**config.mk**
```make
export PLATFORM = sky130hd
export DESIGN_NAME = slope_limiter
export DESIGN_NICKNAME = d
export VERILOG_FILES = /design/src/rtl/slope_lim_pkg.sv /design/src/rtl/slope_mode_table.sv /design/src/rtl/slope_window.sv /design/src/rtl/slope_clamp.sv /design/src/rtl/slope_limiter.sv
export SDC_FILE = /design/constraint.sdc
export NUM_CORES = 1
export LEC_CHECK = 0
export BUFFER_PORTS_ARGS = -buffer_cell sky130_fd_sc_hd__buf_4
export CAP_MARGIN = 20
export CORE_MARGIN = 10
export CORE_UTILIZATION = 50
export CTS_CLUSTER_DIAMETER = 200
export CTS_CLUSTER_SIZE = 8
export DETAILED_ROUTE_END_ITERATION = 10
export PLACE_DENSITY = 0.7
export SETUP_SLACK_MARGIN = 0.15
export SYNTH_ARGS = -nofsm -noshare
export SYNTH_HDL_FRONTEND = slang
export SYNTH_SLANG_ARGS = --single-unit
export TNS_END_PERCENT = 5
```
**constraint.sdc**
```tcl
create_clock -name clk -period 8.15 [get_ports clk]
set_input_delay 0.4075 -clock clk [delete_from_list [all_inputs] [get_ports clk]]
set_output_delay 0.4075 -clock clk [all_outputs]
set_load 0.05 [all_outputs]
```
**src/rtl/slope_lim_pkg.sv**
```systemverilog
// Package: shared mode encoding and the constant slope budgets.
// Assumes budgets fit a 32-bit signed accumulator.
package slope_lim_pkg;

    typedef enum logic [1:0] {
        FM_MID    = 2'b00,   // 1.5 Hz loop
        FM_NARROW = 2'b01,   // 0.1 Hz loop
        FM_WIDE   = 2'b10,   // 12 Hz loop
        FM_FAST   = 2'b11    // 6 Hz loop
    } fmode_e;

    localparam longint SHORT_WIN_US = 1326;
    localparam longint LONG_WIN_US  = 1000000;

    // Largest net excursion, in ps, allowed within one window of the mode.
    function automatic longint budget_ps(input fmode_e m);
        case (m)
            FM_MID:    return 41000;
            FM_NARROW: return 885000;
            FM_WIDE:   return 1200000000;
            default:   return 50000;
        endcase
    endfunction

    // True when the mode is observed over the one-second window.
    function automatic bit uses_long_window(input fmode_e m);
        return (m == FM_NARROW) || (m == FM_WIDE);
    endfunction

endpackage

```
**src/rtl/slope_mode_table.sv**
```systemverilog
// Module: maps the mode select to its budget and its last window tick.
// Assumes WIN_SHORT and WIN_LONG are at least 1 and fit CNT_W bits.
module slope_mode_table
    import slope_lim_pkg::*;
#(
    parameter int     ACC_W     = 32,
    parameter int     CNT_W     = 13,
    parameter longint WIN_SHORT = 10,
    parameter longint WIN_LONG  = 8000
) (
    input  fmode_e             mode,
    output logic [ACC_W-1:0]   budget,
    output logic [CNT_W-1:0]   win_last
);

    logic [ACC_W-1:0] budget_tbl [4];
    logic [CNT_W-1:0] last_tbl   [4];

    // One constant row per mode.
    for (genvar g = 0; g < 4; g++) begin : g_row
        assign budget_tbl[g] = ACC_W'(budget_ps(fmode_e'(g)));
        assign last_tbl[g]   = uses_long_window(fmode_e'(g)) ? CNT_W'(WIN_LONG - 1)
                                                              : CNT_W'(WIN_SHORT - 1);
    end

    // Select the row of the active mode.
    always_comb begin
        budget   = budget_tbl[mode];
        win_last = last_tbl[mode];
    end

endmodule

```
**src/rtl/slope_window.sv**
```systemverilog
// Module: window tick counter and signed running sum of granted steps.
// A mode differing from the stored one makes the current sample the first
// tick of a fresh window. Assumes |sum| stays within ACC_W signed range.
module slope_window
    import slope_lim_pkg::*;
#(
    parameter int STEP_W = 24,
    parameter int ACC_W  = 32,
    parameter int CNT_W  = 13
) (
    input  logic                     clk,
    input  logic                     rst_n,
    input  fmode_e                   mode,
    input  logic [CNT_W-1:0]         win_last,
    input  logic signed [STEP_W-1:0] step_granted,
    output logic signed [ACC_W-1:0]  acc_eff
);

    logic signed [ACC_W-1:0] acc_q;
    logic [CNT_W-1:0]        cnt_q;
    fmode_e                  sel_q;
    logic                    fresh;
    logic [CNT_W-1:0]        cnt_eff;
    logic signed [ACC_W-1:0] step_x;

    // View of the window as seen by the current sample.
    always_comb begin
        fresh   = (mode != sel_q);
        acc_eff = fresh ? '0 : acc_q;
        cnt_eff = fresh ? '0 : cnt_q;
        step_x  = ACC_W'(step_granted);
    end

    // Advance the window; clear after its last tick.
    always_ff @(posedge clk) begin
        if (!rst_n) begin
            acc_q <= '0;
            cnt_q <= '0;
            sel_q <= FM_MID;
        end else begin
            sel_q <= mode;
            if (cnt_eff == win_last) begin
                acc_q <= '0;
                cnt_q <= '0;
            end else begin
                acc_q <= acc_eff + step_x;
                cnt_q <= cnt_eff + 1'b1;
            end
        end
    end

endmodule

```
**src/rtl/slope_clamp.sv**
```systemverilog
// Module: trims the requested step to the allowance left in the window.
// Assumes |acc_eff| <= budget and budget < 2**(ACC_W-1).
module slope_clamp #(
    parameter int STEP_W = 24,
    parameter int ACC_W  = 32
) (
    input  logic signed [ACC_W-1:0]  acc_eff,
    input  logic [ACC_W-1:0]         budget,
    input  logic signed [STEP_W-1:0] step_req,
    output logic signed [STEP_W-1:0] step_lim,
    output logic                     clamped
);

    logic signed [ACC_W:0] req_x, acc_x, hi, lo, sum, lim;

    // Compare the prospective sum with both budget rails.
    always_comb begin
        req_x = (ACC_W+1)'(step_req);
        acc_x = (ACC_W+1)'(acc_eff);
        hi    = $signed({1'b0, budget});
        lo    = -hi;
        sum   = acc_x + req_x;
        if (sum > hi)
            lim = hi - acc_x;
        else if (sum < lo)
            lim = lo - acc_x;
        else
            lim = req_x;
        step_lim = STEP_W'(lim);
        clamped  = (step_lim != step_req);
    end

endmodule

```
**src/rtl/slope_limiter.sv**
```systemverilog
// Module: top of the mode-selected phase slope limiter.
// One signed step per clock; the output is combinational from the request
// and the window state. Assumes STEP_W < ACC_W.
module slope_limiter
    import slope_lim_pkg::*;
#(
    parameter int     STEP_W  = 24,
    parameter longint TICK_HZ = 8000
) (
    input  logic                     clk,
    input  logic                     rst_n,
    input  logic [1:0]               mode_sel,
    input  logic signed [STEP_W-1:0] step_req,
    output logic signed [STEP_W-1:0] step_out,
    output logic                     clamp_on
);

    localparam int     ACC_W      = 32;
    localparam longint WIN_SHORT_RAW = (TICK_HZ * SHORT_WIN_US) / 1000000;
    localparam longint WIN_SHORT  = (WIN_SHORT_RAW < 1) ? 1 : WIN_SHORT_RAW;
    localparam longint WIN_LONG   = (TICK_HZ < 1) ? 1 : TICK_HZ;
    localparam int     CNT_W      = $clog2(WIN_LONG + 1);

    fmode_e                  mode;
    logic [ACC_W-1:0]        budget;
    logic [CNT_W-1:0]        win_last;
    logic signed [ACC_W-1:0] acc_eff;

    // Decode the select into the package enum.
    always_comb mode = fmode_e'(mode_sel);

    slope_mode_table #(
        .ACC_W(ACC_W), .CNT_W(CNT_W), .WIN_SHORT(WIN_SHORT), .WIN_LONG(WIN_LONG)
    ) u_tbl (
        .mode(mode), .budget(budget), .win_last(win_last)
    );

    slope_window #(
        .STEP_W(STEP_W), .ACC_W(ACC_W), .CNT_W(CNT_W)
    ) u_win (
        .clk(clk), .rst_n(rst_n), .mode(mode), .win_last(win_last),
        .step_granted(step_out), .acc_eff(acc_eff)
    );

    slope_clamp #(
        .STEP_W(STEP_W), .ACC_W(ACC_W)
    ) u_clamp (
        .acc_eff(acc_eff), .budget(budget), .step_req(step_req),
        .step_lim(step_out), .clamped(clamp_on)
    );

endmodule

```
Word-level counts from Yosys, hierarchy flattened

Cells that the tools add are included.

Logic and storage cells: 28
Bits in registers: 47

$add $sub $neg: 6
Multiplexer cells: 10
Equal/unequal tests: 3
Bitwise gates (word level): 2
$lt $le $gt $ge: 3
Reduce and logical (&&, ||, !) cells: 1

Operator list:

| cell                  | number |
|---|---|
| $mux 32               | 3 |
| $bmux 32 s2           | 1 |
| $mux 24               | 2 |
| $sub 24x24->24        | 2 |
| $mux 13               | 3 |
| $add 32x24->33        | 1 |
| $gt 33x33->1          | 1 |
| $lt 33x33->1          | 1 |
| $neg 32->33           | 1 |
| $add 32x24->32        | 1 |
| $bmux 13 s2           | 1 |
| $ne 24x24->1          | 1 |
| $add 13x1->13 const B | 1 |
| $eq 13x13->1          | 1 |
| $ge 3x3->1 const B    | 1 |
| $not 2->3             | 1 |
| $ne 2x2->1            | 1 |
| $reduce_or 2->1       | 1 |
| $not 1->1             | 1 |

Depth between registers and ports, before layout

Word-level depth: 9
Depth in mapped cells: 47
Depth with buffers taken out: 42

Modules after synthesis

Synthesis repeated with hierarchy kept, for this count alone.

Cell total of the unflattened synthesis: 1608
Area total of the unflattened synthesis: 11674.9 µm²

Modules (own cells, without submodules):

| module           | cells an instance | area an instance (µm²) | instances |
|---|---|---|---|
| slope_clamp      | 1124              | 7858.8                 | 1 |
| slope_window     | 437               | 3458.3                 | 1 |
| slope_mode_table | 47                | 357.8                  | 1 |

Worst setup path after synthesis

OpenSTA, ideal clock, no wires.

Path type: input port to flip-flop
From: in mode_sel[0]
To: reg u_win.acc_q[25]
Data arrival time: 9820 ps
Library setup time: 123 ps
Slack: -1794 ps
Required time: 8027 ps
Stages on the path: 38
Path through: xor2_1 nor2_1 clkbuf_1 nand2_1 inv_1 ha_1 fa_1 maj3_1 o22ai_1 o21ai_1 a41oi_4 o21bai_1 maj3_1 a31oi_1 xnor2_1 ha_1 or4b_2 nor4b_1 [2 not listed] o21ai_0 a22oi_1 nand2_1 clkbuf_1 clkbuf_1 mux2i_1 o21ai_0 ha_1 a21o_1 a21oi_1 and3_1 and2_1 a221oi_2 a211oi_4 o21bai_2 a21oi_1 o221ai_2 mux2_1

Longest elaborated chain between the ends: 9
Elaborated cells between the ends (all ways): 21
Classes of those cells: 5 x add/sub; 2 x order compare; 2 x eq/ne; 10 x mux; 1 x bitwise; 1 x reduce/logical

Ends and longest elaborated chain:

| element                                        | line                                 | RTL |
|---|---|---|
| start, declared                                | slope_limiter.sv:12                  | `input logic [1:0] mode_sel,` |
| $not 2->3 (not written as such)                | slope_mode_table.sv:28               | `budget = budget_tbl[mode];` |
| $bmux 32 s2                                    | slope_mode_table.sv:28               |  |
| $mux 32 (not written as such) (2 in a row)     | slope_mode_table.sv:28               |  |
| $neg 32->33                                    | slope_clamp.sv:21                    | `lo = -hi;` |
| $lt 33x33->1 or $sub 24x24->24 (tied branches) | slope_clamp.sv:25, slope_clamp.sv:26 |  |
| $mux 24                                        | slope_clamp.sv:25                    | `else if (sum < lo)` |
| $mux 24 (*)                                    | slope_clamp.sv:23                    | `if (sum > hi)` |
| net step_out[8]                                | slope_limiter.sv:14                  | `output logic signed [STEP_W-1:0] step_out,` |
| $add 32x24->32 (*)                             | slope_window.sv:46                   | `acc_q <= acc_eff + step_x;` |
| end signal, assigned                           | slope_window.sv:46                   |  |
| end, declared                                  | slope_window.sv:19                   | `logic signed [ACC_W-1:0] acc_q;` |

Mark *: on every way through the listed nets, which the timed path passes. The rest lies on a longest branch. The select of a mux whose other input is x is not followed.
A chain may end at the register's enable or synchronous reset.

Final worst setup path

From: reg u_win.sel_q[0]
To: out clamp_on

Longest elaborated chain between the ends: 7
Elaborated cells between the ends (all ways): 10
Classes of those cells: 3 x add/sub; 2 x order compare; 2 x eq/ne; 3 x mux

Ends and longest elaborated chain:

| element                | line                | RTL |
|---|---|---|
| start, declared        | slope_window.sv:21  | `fmode_e sel_q;` |
| start signal, assigned | slope_window.sv:41  | `sel_q <= mode;` |
| $ne 2x2->1 (*)         | slope_window.sv:28  | `fresh = (mode != sel_q);` |
| $mux 32 (*)            | slope_window.sv:29  | `acc_eff = fresh ? '0 : acc_q;` |
| $add 32x24->33         | slope_clamp.sv:22   | `sum = acc_x + req_x;` |
| $lt 33x33->1           | slope_clamp.sv:25   |  |
| $mux 24                | slope_clamp.sv:25   |  |
| $mux 24 (*)            | slope_clamp.sv:23   |  |
| $ne 24x24->1 (*)       | slope_clamp.sv:30   | `clamped = (step_lim != step_req);` |
| end, declared          | slope_limiter.sv:15 | `output logic clamp_on` |

Mark *: on every way between the ends. The rest lies on a longest branch, timed or not.

==> results_dict.tcl <==
set metrics [dict create \
    start_kind "flip-flop" \
    chipWidth_um 157 \
    fin_tns_setup_ps 0 \
    vdd_drop_max_mv 0.227 \
    synth_top_cell_area_share_pct 17.5 \
    fin_crit_sh_pct 97.0 \
    crit_required_ps 7740 \
    grt_overflow 0 \
    r2r_setup_slack_ps 260 \
    slew_viol_final 0 \
    ant_nets 0 \
    worst_pin_slew_ps 897 \
    worstPathArrival_ps 7500 \
    synth_area_leaders "ha_1 (18%), dfxtp_1 (10%), xnor2_1 (6.7%)" \
    holdBufCountCts 0 \
    grt_max_degree 33 \
    worst-path-max-fanout 13 \
    die_h_um 157 \
    synthArstFlopShare_pct 0 \
    rsz0062_at_grt "yes" \
    vias 10602 \
    layout.nets 1634 \
    power.leakage_nw 5.63 \
    intPower_mw 1.59 \
    end_kind "output port" \
    clk_pin_slew_ps 80 \
    place.gp.congestion 0.999 \
    synth_edf_count 0 \
    drc 0 \
    synthDistinctLibCells 94 \
    synth_top_area_cell "ha_1" \
    final_cell_mix "buf_4 (208), nor2_1 (126), ha_1 (125), nand2_1 (109), a21oi_1 (87)" \
    ys_ff_latch 47 \
    p_switching_mw 1.81 \
    initialDrtViolationCount 914 \
    num_rows 50 \
    fin_hold_ws_ps 398 \
    maxCapViolCount 0 \
    ios 53 \
    antenna_found_initial 0 \
    reg2reg_depth 40 \
    whs_endpoint "u_win.sel_q[1]" \
    grt_pass1_wl_um 52900 \
    design_area_um2 12100 \
    synth_nets 1458 \
    crit_path_top_delay_cell "or4b_4" \
    root_buffer "clkbuf_16" \
    htreeDepth 2 \
    p_clk_share_pct 7.6 \
    setup-violations-final 0 \
    hold_viol_final 0 \
    dpl_cell_area_um2 11400 \
    mostFrequentLayoutCell "buf_4" \
    synth.avg_cell_area_um2 7.28 \
    outcome "complete, no violations" \
    dieArea_um2 24800 \
    slew_headroom_pct 39.4 \
    min_period_ps 7900 \
    seq_area_frac_synth_pct 9.97 \
    io_buffers 52 \
    layout-drive-gt1-share_pct 25.2 \
    wirelength_um 34100 \
    power.density_nw_per_um2 281 \
    worstHoldPathType "in -> reg" \
    r2r_start "u_win.sel_q[0]" \
    rr_endpoint "u_win.acc_q[31]" \
    grt_util_all_layers_pct 26.7 \
    viasPerCell 6.21 \
    syn_inst 1296 \
    grt_pass1_vias 9989 \
    dr.pass1.iters 5 \
    wl_per_cell_um 20.0 \
    ys_warn_count 0 \
    cpMostUsedCell "buf_4" \
    syn_area_um2 9440 \
    crit_type "reg -> out" \
    initial_core_util_pct 50.6 \
    comb_power_share_pct 82.6 \
    slowest_delay_ps 540 \
    min_from "rst_n" \
    p_sw_share_pct 53.3 \
    antennaDiodeCount 0 \
    p_seq_share_pct 9.8 \
    core_area_um2 18600 \
    cts_tree "done" \
    dpl.hpwl_um 27400 \
    clock-sinks 47 \
    cts.path.max_buffers 2 \
    hold_depth 2 \
    cts_buffers 5 \
    area_growth_pct 28.3 \
    synth_ff_type "dfxtp_1" \
    clk_latency_ps 310 \
    clock-skew-final_ps 14.1 \
    fmax_ghz 0.127 \
]
how the worst max path moves through the flow:
| stage | startpoint | end | slack [ps] | cells after the start |
|---|---|---|---|---|
| after CTS | u_win.sel_q[0] | u_win.acc_q[31] | 130 | 37 |
| after global placement | mode_sel[0] | clamp_on | -320 | 36 |
| after floorplan | mode_sel[0] | u_win.acc_q[28] | 130 | 38 |
| after detailed placement | mode_sel[0] | clamp_on | -320 | 36 |
| final | u_win.sel_q[0] | clamp_on | 250 | 36 |
| after global routing | u_win.sel_q[0] | clamp_on | -70 | 36 |
per-stage QoR:
stage	utilization [%]	cells	setup slack (ps)	total power, mW
floorplan	-	1296	128	2.12
global placement	61.0	1677	-318	2.87
detailed placement	61.0	1677	-323	2.90
CTS	62.9	1694	128	3.23
global route	65.0	1707	-70.1	3.63
finish	65.0	1707	245	3.40
cells by family after synthesis:
logic type                 share of synthesized area [%]
buffers and inverters                               4.85
DFF                                                 9.97
AOI/OAI and AO/OA                                   30.1
adders and majority gates                           18.6
muxes                                               1.35
and+or+nand+nor                                     22.9
xor gates and xnor gates                            12.2
state kept, by name, summed over array words and instances (netlist names):
register,flops
u_win.cnt_q,13
u_win.sel_q,2
u_win.acc_q,32
cell usage after synthesis, types with 5 or more instances:
library cell and n:
or2_2 7, nor4b_1 5, nor2_1 131, ha_1 132, nor4_1 9, xor2_1 51, nand2_1 116, xnor2_1 72
o221ai_1 8, buf_2 6, a31oi_1 18, dfxtp_1 47, o21ai_0 58, and2_1 18, or3_1 6, a21o_1 49
a21oi_1 108, nand3_1 37, maj3_1 6, nand4_1 21, o22ai_1 7, a22o_1 5, nor3_1 29, a211o_1 5
o31ai_1 10, nor2b_1 10, o31a_1 7, o211ai_1 5, a22oi_1 5, o21bai_1 16, o21a_1 9, a221o_1 12
nand2b_1 6, mux2i_1 8, clkbuf_1 37, and3_1 33, inv_1 70, a211oi_1 11
power groups by stage:
| stage | Sequential (mW) | Clock (mW) | Combinational [mW] |
|---|---|---|---|
| 2_1_floorplan | 0.319 | 0 | 1.80 |
| 3_3_place_gp | 0.337 | 0 | 2.54 |
| 3_5_place_dp | 0.337 | 0 | 2.56 |
| 4_1_cts | 0.332 | 0.261 | 2.64 |
| 5_1_grt | 0.340 | 0.268 | 3.03 |
| 6_report | 0.335 | 0.258 | 2.81 |
routing by layer:
metal  vias up  share of wire (%)  global-route usage (%)
met5         -                  0                       0
met4         0                3.4                    9.22
met3        76                9.7                    5.90
met2       472                 43                    41.1
met1      4936                 44                    36.0
li1       5118                  -                       -
what timing repair did:
item                       in CTS  in global routing
pin swaps                      17                 46
setup endpoints to repair      19                 22
hold endpoints to repair        0                  0
buffers inserted                9                 13
gates resized for setup        23                 60
final cells by class:
class	instances	area, um^2
multi-input cells	1130	8770
well taps	234	293
flip-flops and latches	47	948
repair buffers	215	1650
clock buffers	5	125
clock inverters	3	47.5
fillers	1644	6530
inverters	73	274
critical path: cells and delay by family (launching register included):
| family | cells | cell delay (ps) |
|---|---|---|
| compound gates | 10 | 1800 |
| buf+inv | 6 | 830 |
| mux | 1 | 170 |
| flops | 1 | 400 |
| xor+xnor | 3 | 480 |
| simple gates | 12 | 2310 |
| fa+ha+maj | 4 | 1170 |
(Power assumes the default switching activity.)
